### src/rtl/pc_seq_pkg.sv
package pc_seq_pkg;
  localparam int PC_W   = 14;
  localparam int FLAG_W = 6;
  localparam int JT_W   = 9;

  typedef logic [PC_W-1:0] pc_t;
  typedef logic [JT_W-1:0] jtype_t;

  localparam jtype_t JT_SOUT  = 9'h000;
  localparam jtype_t JT_FAR0  = 9'h100;
  localparam jtype_t JT_FAR1  = 9'h101;
  localparam jtype_t JT_CALL0 = 9'h140;
  localparam jtype_t JT_CALL1 = 9'h141;
endpackage

### src/rtl/branch_cond.sv
module branch_cond
  import pc_seq_pkg::*;
(
  input  jtype_t            jtype,
  input  logic [FLAG_W-1:0] flags_a,
  input  logic [FLAG_W-1:0] flags_b,
  input  logic [3:0]        dp_nib,
  input  logic              ser_in_ctl,
  input  logic              ser_out_ctl,
  input  logic              host_req,
  output logic              cond_valid,
  output logic              cond_true
);
  logic [4:0]        k;
  logic [FLAG_W-1:0] fsel;
  logic [3:0]        stat;

  assign k    = jtype[5:1];
  assign fsel = k[1] ? flags_b : flags_a;
  assign stat = {host_req, ser_out_ctl, ser_in_ctl, 1'b0};

  always_comb begin
    cond_valid = 1'b0;
    cond_true  = 1'b0;
    if (jtype[8:2] == 7'b0101100) begin
      cond_valid = 1'b1;
      case (jtype[1:0])
        2'd0:    cond_true = (dp_nib == 4'h0);
        2'd1:    cond_true = (dp_nib != 4'h0);
        2'd2:    cond_true = (dp_nib == 4'hF);
        default: cond_true = (dp_nib != 4'hF);
      endcase
    end else if (jtype[8:6] == 3'b010 && !jtype[0]) begin
      if (k < 5'd24) begin
        cond_valid = 1'b1;
        cond_true  = (fsel[k[4:2]] == k[0]);
      end else if (k >= 5'd26) begin
        cond_valid = 1'b1;
        cond_true  = (stat[k[2:1]] == k[0]);
      end
    end
  end
endmodule

### src/rtl/ret_stack.sv
module ret_stack #(
  parameter int DEPTH = 8,
  parameter int W     = 14,
  localparam int SPW  = $clog2(DEPTH)
) (
  input  logic           clk,
  input  logic           rst,
  input  logic           push,
  input  logic           pop,
  input  logic [W-1:0]   wdata,
  output logic [W-1:0]   rdata,
  output logic [SPW-1:0] sp
);
  logic [W-1:0] mem [DEPTH];

  always_ff @(posedge clk) begin
    if (push) mem[sp] <= wdata;
  end

  assign rdata = mem[sp - SPW'(1)];

  always_ff @(posedge clk) begin
    if (rst)       sp <= '0;
    else if (push) sp <= sp + SPW'(1);
    else if (pop)  sp <= sp - SPW'(1);
  end
endmodule

### src/rtl/pc_sequencer.sv
module pc_sequencer
  import pc_seq_pkg::*;
#(
  parameter int STACK_DEPTH = 8,
  localparam int SPW = $clog2(STACK_DEPTH)
) (
  input  logic              clk,
  input  logic              rst,
  input  logic              step_en,
  input  logic              is_jump,
  input  logic              is_ret,
  input  logic [21:0]       jop,
  input  logic [FLAG_W-1:0] flags_a,
  input  logic [FLAG_W-1:0] flags_b,
  input  logic [3:0]        dp_nib,
  input  logic              ser_in_ctl,
  input  logic              ser_out_ctl,
  input  logic              host_req,
  input  logic [PC_W-1:0]   sout,
  output logic [PC_W-1:0]   pc,
  output logic [SPW-1:0]    sp
);
  pc_t    pc_inc, target, pc_nxt, stk_top;
  jtype_t jtype;
  logic   cvalid, ctrue, push, pop;

  assign pc_inc = pc + PC_W'(1);
  assign jtype  = jop[21:13];
  assign target = {pc_inc[PC_W-1], jop[1:0], jop[12:2]};

  branch_cond u_cond (
    .jtype(jtype), .flags_a(flags_a), .flags_b(flags_b), .dp_nib(dp_nib),
    .ser_in_ctl(ser_in_ctl), .ser_out_ctl(ser_out_ctl), .host_req(host_req),
    .cond_valid(cvalid), .cond_true(ctrue)
  );

  ret_stack #(.DEPTH(STACK_DEPTH), .W(PC_W)) u_stack (
    .clk(clk), .rst(rst), .push(push), .pop(pop),
    .wdata(pc_inc), .rdata(stk_top), .sp(sp)
  );

  always_comb begin
    pc_nxt = pc;
    push   = 1'b0;
    pop    = 1'b0;
    if (step_en) begin
      if (is_jump) begin
        case (jtype)
          JT_SOUT:  pc_nxt = sout;
          JT_FAR0:  pc_nxt = {1'b0, target[PC_W-2:0]};
          JT_FAR1:  pc_nxt = {1'b1, target[PC_W-2:0]};
          JT_CALL0: begin push = 1'b1; pc_nxt = {1'b0, target[PC_W-2:0]}; end
          JT_CALL1: begin push = 1'b1; pc_nxt = {1'b1, target[PC_W-2:0]}; end
          default:  pc_nxt = (cvalid && ctrue) ? target : pc_inc;
        endcase
      end else if (is_ret) begin
        pop    = 1'b1;
        pc_nxt = stk_top;
      end else begin
        pc_nxt = pc_inc;
      end
    end
  end

  always_ff @(posedge clk) begin
    if (rst) pc <= '0;
    else     pc <= pc_nxt;
  end
endmodule

### config.mk
export PLATFORM = sky130hd
export DESIGN_NAME = pc_sequencer
export DESIGN_NICKNAME = d
export VERILOG_FILES = /design/src/rtl/pc_seq_pkg.sv /design/src/rtl/branch_cond.sv /design/src/rtl/ret_stack.sv /design/src/rtl/pc_sequencer.sv
export SDC_FILE = /design/constraint.sdc
export NUM_CORES = 1
export LEC_CHECK = 0
export BUFFER_PORTS_ARGS = -buffer_cell sky130_fd_sc_hd__buf_2
export CAP_MARGIN = 10
export CORE_MARGIN = 3
export CORE_UTILIZATION = 58
export CTS_BUF_LIST = sky130_fd_sc_hd__clkbuf_16
export DETAILED_ROUTE_END_ITERATION = 8
export PLACE_DENSITY = 0.8
export SLEW_MARGIN = 10
export SYNTH_ARGS = -nofsm -noshare
export SYNTH_HDL_FRONTEND = slang
export SYNTH_SLANG_ARGS = --single-unit
### constraint.sdc
create_clock -name clk -period 4 [get_ports clk]
set_input_delay 0.4 -clock clk [delete_from_list [all_inputs] [get_ports clk]]
set_output_delay 0.4 -clock clk [all_outputs]
set_load 0.1 [all_outputs]
### Yosys cells after proc, flatten, opt, wreduce, memory -nomap -nowiden

Memories as Yosys holds them, arrays and structs flattened.
Index checks and enable logic that the tools add are counted.

| word-level totals | value |
|---|---|
| bits in writable memories | 112 |
| bits of input ports | 60 |
| memories | 1 |
| output and inout port bits | 17 |
| flip-flop bits (word level) | 17 |

Memories:

| memory | words | width | read ports | clocked after memory_dff | wr ports | line | RTL |
|---|---|---|---|---|---|---|---|
| u_stack.mem | 8 | 14 | 1 | 0 | 1 | ret_stack.sv:14 | `logic [W-1:0] mem [DEPTH];` |

| operators by class | value |
|---|---|
| equal/unequal tests | 12 |
| add/sub/neg operators | 3 |
| multiplexer cells | 28 |
| reductions and logical operators | 11 |
| magnitude comparators | 4 |

Operator list:

| kind | number |
|---|---|
| $pmux 14 s3 | 1 |
| $eq 9x9->1 const B | 4 |
| $mux 14 | 2 |
| $mux 1 | 18 |
| $add 14x1->14 const B | 1 |
| $mux 13 | 1 |
| $logic_not 9->1 | 1 |
| $eq 7x6->1 const B | 1 |
| $mux 3 | 2 |
| $mux 6 | 1 |
| $reduce_or 2->1 | 3 |
| $ge 5x5->1 const B | 1 |
| $lt 5x5->1 const B | 1 |
| $eq 4x4->1 const B | 1 |
| $logic_not 4->1 | 1 |
| $lt 3x4->1 const B | 1 |
| $ne 4x4->1 const B | 1 |
| $reduce_bool 4->1 | 1 |
| $add 3x1->3 const B | 1 |
| $bmux 1 s3 | 1 |
| $eq 3x2->1 const B | 1 |
| $lt 2x3->1 const B | 1 |
| $pmux 1 s3 | 1 |
| $sub 3x1->3 const B | 1 |
| 8 further kinds | 10 |

### Logic depth before layout (Yosys ltp)

Gate-level depths: netlist of the first run.

| depth | value |
|---|---|
| word-level depth | 11 |
| depth in mapped cells | 12 |

### Hierarchy

Synthesis of the first run repeated with hierarchy kept, for this count alone.

| unflattened totals | value |
|---|---|
| cell total of the unflattened synthesis | 544 |
| area, all modules | 6,496.2 µm² |

Modules (own cells, without submodules):

| module | times used | area an instance (µm²) | cells each | seq. area each (µm²) |
|---|---|---|---|---|
| ret_stack | 1 | 4,693.3 | 290 | 3,423.3 |
| pc_sequencer | 1 | 1,544.0 | 225 | 280.3 |
| branch_cond | 1 | 259.0 | 29 | 0.0 |

### Worst setup path before layout of the first run

Ideal clock, no wire load.

| timing path | value |
|---|---|
| path type | register to register |
| start | register u_stack.sp[0] |
| end | register pc[13] |
| path slack | -0.006 ns |
| clock period less this slack | 4.006 ns |
| cell stages (with the launch flop) | 13 |
| setup time | 0.116 ns |
| arrival | 3.891 ns |
| cells stage by stage | dfxtp_1 -> buf_2 -> buf_2 -> buf_2 -> inv_1 -> ha_1 -> buf_1 -> buf_1 -> mux4_2 -> mux2_2 -> o21ai_0 -> a21oi_1 -> a21o_1 |

| on the way | value |
|---|---|
| word-level cells in the longest chain between the ends | 4 |

RTL lines:

| what | line | RTL |
|---|---|---|
| start, declared | ret_stack.sv:12 | `output logic [SPW-1:0] sp` |
| start signal, assigned | ret_stack.sv:24 | `else if (push) sp <= sp + SPW'(1);` |
| start signal, assigned | ret_stack.sv:25 | `else if (pop) sp <= sp - SPW'(1);` |
| $sub 3x1->3 | ret_stack.sv:20 | `assign rdata = mem[sp - SPW'(1)];` |
| $mem_v2 8x14 | - |  |
| $mux 14 | pc_sequencer.sv:56 | `end else if (is_ret) begin` |
| $mux 14 | pc_sequencer.sv:47 | `if (is_jump) begin` |
| end signal, assigned | pc_sequencer.sv:67 | `else pc <= pc_nxt;` |
| end, declared | pc_sequencer.sv:20 | `output logic [PC_W-1:0] pc,` |

Every way passes these cells.
A chain may end at the register's enable or synchronous reset.

### Worst setup path in the final report of the first run

| timing path | value |
|---|---|
| start | register u_stack.sp[1] |
| end | register pc[5] |

The elaborated chain is that of the path after synthesis.

==> out/metrics.csv, run 1 <==
metric;value;unit
status;complete, no violations;
number of flops mapped to enable cells by yosys;112;
die area;11700;sq um
later-pin clock latency in the skew report;410;ps
DIE HEIGHT;108;microns
WHS;280;ps
Final Critical Period;2740;ps
top cells by area, synth;edfxtp_1 (56%), mux4_2 (11%), dfxtp_1 (5.6%), mux2_2 (2.1%), nand2_1 (1.7%);
vias;4357;
Antenna Nets Post-Route;0;
syn nets;477;
Reg2Reg Depth;9;
endpoints failing setup;0;
pin count of the biggest net entering global routing;36;
Critical R2R Launch;u_stack.sp[1];
Placer Congestion;0.949;
post-CTS setup buffer count;0;
Hold Fails Final Rpt;0;
post-synth top area share;55.8;%
Synth Instances;414;
Worst-path clk slew;60;ps
antenna violations before repair;0;
number of I/O port buffers;76;
RSZ-0062 raised after global routing;false;
drt drc;0;
Arr. time, crit path;3030;ps
post_cts resized;0;
Mapped Area;6030;sq um
maximum clock path buffer count;2;
flops & latches, synth;129;
initial DRC count;577;
clk_skew;14.2;ps
FF-to-FF End;pc[5];
Post-Route WL;15.5;mm
standard-cell rows;36;
fmax;365;MHz
worst setup path startpoint;u_stack.sp[1];
initial core utilization;60.6;%
Top FF cell, synth;edfxtp_1;
Clock power frac;43.2;%
Total GRT Usage;28.6;%
area grow syn2layout;18.9;%
P per Cell Area;483;nW/um^2
library cells used by synthesis;54;
Setup crit end;pc[5];
Sw Pwr;0.864;mW
top cells by count, synth;edfxtp_1 (112), mux4_2 (30), nand2_1 (27), nor2_1 (24), dfxtp_1 (17);
CP Class;reg -> reg;
first-pass GRT wire length;24.1;mm
num ports;77;
FF-to-FF setup slack;1260;ps
CTS Buf Count;17;
max_cap viols;0;
Hold Path Class;in -> reg;
VDD IR max;0.000266;V
maximum fanout along the worst path;28;
sequential element share of the synthesized area;61.4;%
diodes inserted;0;
fraction of layout instances using a drive strength above 1;33.7;%
Util after Layout;72.0;%
die width;108;microns
CTS tree;yes;
vias in the first global route;4369;
drt first pass iters;5;
vias per cell;6.74;
Comb pwr share;13.0;%
Slew Limit Fails;0;
total power;3.47;mW
switching share of power;24.9;%
syn_area_per_cell;14.6;sq um
fin crit share;68.5;%
Yosys Warn Count;0;
Slew HR;33.7;%
Reg power frac;43.8;%
cell taking the most area after synthesis;edfxtp_1;
setup total negative slack;0;ps
leakage;2.53;nW
WHS Path Cells;3;
H-tree depth;4;
global route overflow;0;
wire per inst;24.0;microns
CP required;4290;ps
final net count;564;
dpl hpwl;9.93;mm
clk root buf;clkbuf_16;
element type at the critical path start;flip-flop;
top-count cell post-synth;edfxtp_1;
CP Capture Type;flip-flop;
internal power;2.60;mW
Core ar.;9950;sq um
FFs w/ async S/R, synth;0;%
Worst-Margin Slew;988;ps
Sink Count;129;
Post-CTS Hold Buffers;0;
[stage by stage]
stage,instance area (sq um),worst slack [ps],std cells
after CTS,7170,1280,646
after global routing,7170,1080,646
after floorplan,6030,339,414
final,7170,1260,646
after detailed placement,6590,906,615
after global placement,6590,1090,615
[metal layers]
metal | wire length, microns | GRT usage, %
met5 | 0 | 0
met4 | 620 | 14.2
met3 | 1880 | 8.42
met2 | 7030 | 42.1
met1 | 6000 | 39.4
[layout by cell type (no fill, tap or decap), drive strengths merged, types with 8 or more instances in the layout]
master,Yosys,layout
xnor2,10,10
buf,15,90
inv,14,15
a221oi,8,8
nor2,24,24
clkbuf,7,17
edfxtp,112,112
mux4,30,30
nor3,8,8
o21ai,12,12
nand3,9,9
dfxtp,17,17
nand2,27,27
a21oi,13,13
a22oi,8,8
mux2,12,12
mux2i,11,11
clkinv,2,10
[how the worst min path moves through the flow]
stage,end,from
after global routing,pc[10],jop[12]
after global placement,pc[13],pc[13]
final,pc[10],jop[12]
after CTS,pc[7],jop[9]
after detailed placement,pc[13],pc[13]
after floorplan,pc[7],jop[9]
[sequential cells by signal, indices dropped and copies added, names as in the netlist]
register / count
u_stack.mem: 112
pc: 14
u_stack.sp: 3
[cell type report]
class / count / area (sq um)
flip-flops and latches: 129 / 3700
fillers: 621 / 2790
multi-input cells: 247 / 2180
repair buffers: 90 / 485
clock buffers: 17 / 425
well taps: 133 / 166
clock inverters: 14 / 149
inverters: 16 / 60.1
[kinds of logic (layout without fill, tap and decap cells)]
| logic type | Yosys count | after routing | share of synthesized area, % |
|---|---|---|---|
| flip-flops | 129 | 129 | 61.4 |
| AND/OR/NAND/NOR | 98 | 98 | 7.95 |
| AO/OA/AOI/OAI | 77 | 77 | 9.57 |
| multiplexers | 53 | 53 | 15.4 |
| buffers and inverters | 38 | 137 | 2.72 |
| XOR/XNOR | 16 | 16 | 2.32 |
| adder cells (fa/ha/maj) | 3 | 3 | 0.623 |
[power by group through the flow]
stage / registers, mW / logic, mW / clock network, mW
6_report: 1.52 / 0.451 / 1.50
5_1_grt: 1.52 / 0.475 / 1.57
4_1_cts: 1.52 / 0.446 / 1.51
3_5_place_dp: 1.54 / 0.439 / 0
3_3_place_gp: 1.54 / 0.432 / 0
2_1_floorplan: 1.63 / 0.220 / 0
[critical path: stages (launching register included)]
cell and delay (ps):
dfxtp_1 400, inv_1 80, ha_1 330, buf_4 390, mux4_2 390, mux2_2 290, o21ai_0 320, nor2b_1 110
a22oi_1 180, o31ai_1 100
(Power assumes the default switching activity.)
==> inputs of run 2 (changes only) <==
CORE_UTILIZATION = 52   (was 58)
PLACE_DENSITY = 0.76   (was 0.8)
clock period = 2.34 ns   (was 4 ns; I/O delays follow)
==> run 2 against run 1 <==
Count of clock-buffer cells in the layout did not move. Cell count rose by 5.9%. Global-route usage fell by 2.3 points. Critical path type unchanged. Total power rose by 81%. Core utilization fell by 2.9 points. Cell area rose by 6.8%. Worst hold slack got worse by 180 ps.
==> out/metrics.csv, run 2 (synthesis gave the netlist of run 1 again) <==
metric;value;unit
wire per inst;23.8;microns
Hold Fails Final Rpt;0;
WHS Path Cells;3;
FF-to-FF setup slack;70;ps
global route overflow;0;
maximum fanout along the worst path;10;
RSZ-0062 raised after global routing;false;
Placer Congestion;0.943;
WHS;96.6;ps
most frequent cells in the layout;edfxtp_1 (112), buf_2 (76), buf_4 (38), mux4_2 (30), nand2_1 (26);
most common cell after layout, fill and taps aside;edfxtp_1;
Final Critical Period;2270;ps
Core ar.;11100;sq um
Post-CTS Hold Buffers;0;
leakage;2.77;nW
final net count;594;
element type at the critical path start;flip-flop;
placed cell count;652;
Critical Path Slowest Stage Cell;dfxtp_4;
internal power;4.67;mW
Util after Layout;69.1;%
endpoints failing setup;0;
Clock power frac;44.7;%
Worst-Margin Slew;685;ps
status;complete, no violations;
Critical Path, Cell by Cell;inv_6 > ha_4 > buf_12 > mux4_2 > mux2_2 > o21ai_2 > a21oi_1 > a22oi_1 > a31oi_1;
crit-path max cell delay;390;ps
max_cap viols;0;
initial core utilization;54.4;%
Reg power frac;41.5;%
Slew HR;54.2;%
later-pin clock latency in the skew report;410;ps
post-CTS setup buffer count;0;
clk_skew;7.26;ps
non-filler cells, final;684;
Comb pwr share;13.8;%
FF-to-FF End;pc[11];
post-place setup slack;-130;ps
Sink Count;129;
top flop regs;u_stack.mem: 112 flops, pc: 14 flops, u_stack.sp: 3 flops;
max FFs per register;112;
Critical R2R Launch;u_stack.sp[0];
Final Instance Area;7660;sq um
antenna violations before repair;0;
worst setup path startpoint;u_stack.sp[0];
diodes inserted;0;
CTS tree;yes;
Reg2Reg Depth;9;
num ports;77;
Hold Path Class;in -> reg;
Post-Route WL;16.3;mm
Total GRT Usage;26.3;%
H-tree depth;4;
Sw Pwr;1.60;mW
maximum clock path buffer count;2;
Setup crit end;pc[11];
fmax;441;MHz
fraction of layout instances using a drive strength above 1;43.9;%
number of I/O port buffers;76;
area grow syn2layout;27.0;%
fin crit share;97.0;%
CP Capture Type;flip-flop;
Slew Limit Fails;0;
initial DRC count;384;
VDD IR max;0.000485;V
drt drc;0;
first-pass GRT wire length;25.0;mm
die width;114;microns
Fillers;746;
Worst-path clk slew;60;ps
switching share of power;25.5;%
clk root buf;clkbuf_16;
CTS Buf Count;17;
pin count of the biggest net entering global routing;24;
DIE HEIGHT;114;microns
standard-cell rows;38;
Final Worst Setup Slack;71.1;ps
drt first pass iters;5;
dpl hpwl;11.1;mm
CP required;2620;ps
post_cts resized;0;
Biggest register;u_stack.mem;
Antenna Nets Post-Route;0;
vias;4420;
vias per cell;6.46;
die area;12900;sq um
CP Class;reg -> reg;
Arr. time, crit path;2550;ps
P per Cell Area;818;nW/um^2
placed cell areas;7020;sq um
vias in the first global route;4392;
## run 2: changes by cell type in the layout (fill, tap and decap cells not counted), moves of 6 or more
cell     previous run  this run
buf_4              14        38
dfxtp_1            16         2
dfxtp_2             1        14
nor2_1             24        17
buf_12              0         6
inv_6               0         6
nor2_2              0         6
## run 2: final cells by class
type	instances	area, sq um	share of cell area, %
inverters	16	65.1	0.850
well taps	140	175	2.29
multi-input cells	247	2280	29.7
repair buffers	120	786	10.3
flip-flops and latches	129	3720	48.6
clock inverters	15	205	2.68
clock buffers	17	425	5.55
## run 2: power groups by stage
| stage | Clock (mW) | Sequential, mW | Combinational (mW) |
|---|---|---|---|
| 6_report | 2.80 | 2.60 | 0.866 |
| 3_5_place_dp | 0 | 2.64 | 0.843 |
| 5_1_grt | 2.94 | 2.60 | 0.911 |
| 3_3_place_gp | 0 | 2.64 | 0.822 |
| 4_1_cts | 2.83 | 2.59 | 0.856 |
| 2_1_floorplan | 0 | 2.80 | 0.426 |
## run 2: worst min path at each step
stage               slack, ps     end  startpoint
floorplan                 380  pc[10]     jop[12]
global placement          510  pc[10]     jop[12]
detailed placement        510   pc[7]      jop[9]
CTS                        80   pc[7]      jop[9]
global route              100  pc[10]     jop[12]
finish                    100  pc[12]      jop[1]
## run 2: worst max-delay path, delay by kind of cell (launching register included)
| kind | cells | cell delay, ps |
|---|---|---|
| mux | 2 | 620 |
| compound gates | 4 | 570 |
| flops | 1 | 390 |
| fa+ha+maj | 1 | 350 |
| buf+inv | 2 | 200 |
## run 2: per-layer routing
metal	track usage [%]	vias up	wire, microns	part of all wire, %
met2	42.8	279	7950	49
met5	0	-	0	0
met3	8.17	32	1520	9.3
li1	-	1902	-	-
met4	7.61	0	298	1.8
met1	34.5	2207	6490	40
## run 2: through the flow
stage / setup TNS (ps) / total power, mW
final: 0 / 6.27
after global routing: 0 / 6.45
after CTS: 0 / 6.28
after detailed placement: -625 / 3.49
after global placement: -51.4 / 3.46
after floorplan: -2240 / 3.23
==> inputs of run 3 (changes only) <==
CORE_UTILIZATION = 50   (was 52)
PLACE_DENSITY = 0.73   (was 0.76)
==> run 3 against run 2 <==
Count of clock-buffer cells in the layout unchanged. Total power down 6.0%. Register-to-register slack about the same. Via count up 0.66%. Critical path type unchanged. Largest power group is now registers. Highest routed layer unchanged.
==> out/metrics.csv, run 3 (synthesis gave the netlist of run 1 again) <==
metric;value;unit
status;complete, no violations;
DIE HEIGHT;116;microns
Worst-Margin Slew;876;ps
die area;13400;sq um
leakage;2.75;nW
fraction of layout instances using a drive strength above 1;45.1;%
Sink Count;129;
switching share of power;27.7;%
final net count;600;
Placer Congestion;0.972;
Fillers;820;
crit-path max cell delay;370;ps
initial core utilization;51.9;%
Final Worst Setup Slack;85.7;ps
VDD IR max;0.000451;V
CTS Buf Count;17;
Clock power frac;41.3;%
CP required;2640;ps
non-filler cells, final;693;
num ports;77;
antenna violations before repair;0;
Hold Fails Final Rpt;0;
Slew HR;41.4;%
wire per inst;23.7;microns
H-tree depth;4;
Post-CTS Hold Buffers;0;
Post-Route WL;16.4;mm
Comb pwr share;14.6;%
global route overflow;0;
max_cap viols;0;
vias;4449;
number of I/O port buffers;76;
maximum clock path buffer count;2;
Biggest register;u_stack.mem;
placed cell areas;7030;sq um
maximum fanout along the worst path;11;
Worst-path clk slew;60;ps
crit path buf inv count;2;
drt drc;0;
Sw Pwr;1.63;mW
standard-cell rows;39;
post-place setup slack;-96.0;ps
Critical Path Slowest Stage Cell;dfxtp_2;
Reg power frac;44.2;%
dpl hpwl;11.4;mm
clk_skew;7.68;ps
Slew Limit Fails;0;
first-pass GRT wire length;25.1;mm
Arr. time, crit path;2550;ps
element type at the critical path start;flip-flop;
endpoints failing setup;0;
drt first pass iters;6;
vias per cell;6.42;
initial DRC count;514;
fin crit share;96.3;%
Total GRT Usage;25.6;%
fmax;444;MHz
area grow syn2layout;27.0;%
internal power;4.26;mW
most frequent cells in the layout;edfxtp_1 (112), buf_2 (76), buf_4 (43), mux4_2 (30), nand2_1 (26);
CP Class;reg -> reg;
Final Critical Period;2250;ps
vias in the first global route;4472;
pin count of the biggest net entering global routing;23;
Core ar.;11600;sq um
placed cell count;657;
CTS tree;yes;
most common cell after layout, fill and taps aside;edfxtp_1;
Critical Path, Cell by Cell;inv_1 > ha_4 > buf_12 > mux4_2 > mux2_2 > o21ai_2 > a21oi_1 > a22oi_1 > nand3_1;
max FFs per register;112;
clk root buf;clkbuf_16;
P per Cell Area;769;nW/um^2
cell family with most CP delay;multiplexers;
die width;116;microns
top flop regs;u_stack.mem: 112 flops, pc: 14 flops, u_stack.sp: 3 flops;
diodes inserted;0;
Hold Path Class;in -> reg;
later-pin clock latency in the skew report;410;ps
Antenna Nets Post-Route;0;
Final Instance Area;7660;sq um
CP Capture Type;flip-flop;
run 3: metrics by stage:
stage / utilization [%] / setup TNS [ps] / total power [mW] / hold WS, ps
after floorplan: - / -2240 / 3.23 / 377
after global placement: 60.5 / -129 / 3.45 / 499
after detailed placement: 60.5 / -341 / 3.46 / 513
after CTS: 65.3 / 0 / 5.86 / 80.1
after global routing: 66.0 / -1.24 / 6.07 / 98.0
final: 66.0 / 0 / 5.89 / 84.9
run 3: power groups by stage:
| stage | clock network [mW] | logic (mW) | registers (mW) |
|---|---|---|---|
| after floorplan | 0 | 0.426 | 2.80 |
| after global placement | 0 | 0.800 | 2.65 |
| after detailed placement | 0 | 0.818 | 2.65 |
| after CTS | 2.44 | 0.823 | 2.60 |
| after global routing | 2.56 | 0.904 | 2.60 |
| final | 2.43 | 0.859 | 2.60 |
run 3: cell type report:
cell class / instances / area (sq um) / share of cell area [%]
Sequential cell: 129 / 3720 / 48.6
Tap cell: 143 / 179 / 2.34
Clock buffer: 17 / 425 / 5.55
Multi-Input combinational cell: 247 / 2290 / 30.0
Timing Repair Buffer: 126 / 843 / 11.0
Clock inverter: 15 / 128 / 1.67
Inverter: 16 / 65.1 / 0.849
run 3: timing repair:
item / CTS / global route
gates resized for setup: 0 / 4
endpoints found under the setup margin: 0 / 9
setup buffers: 0 / 4
run 3: metal layers:
metal	vias up	share of wire, %	track usage (%)
met1	2193	37	31.7
met3	46	9.0	6.42
met2	292	50	43.7
met4	0	3.4	9.74
li1	1918	-	-
met5	-	0	0
run 3: worst paths after layout:
check | start | to | slack (ps) | cells after the start
worst max register to register | u_stack.sp[1] | pc[7] | 90 | 9
worst min register to register | pc[13] | pc[13] | 540 | 1
worst min-delay path | jop[9] | pc[7] | 80 | 3
worst max-delay path | u_stack.sp[1] | pc[7] | 90 | 9
run 3: worst reg2reg max path, stage by stage (launching register included):
cell     delay, ps
dfxtp_2        370
inv_1           90
ha_4           370
buf_12         180
mux4_2         320
mux2_2         310
o21ai_2        150
a21oi_1         70
a22oi_1        190
nand3_1         90
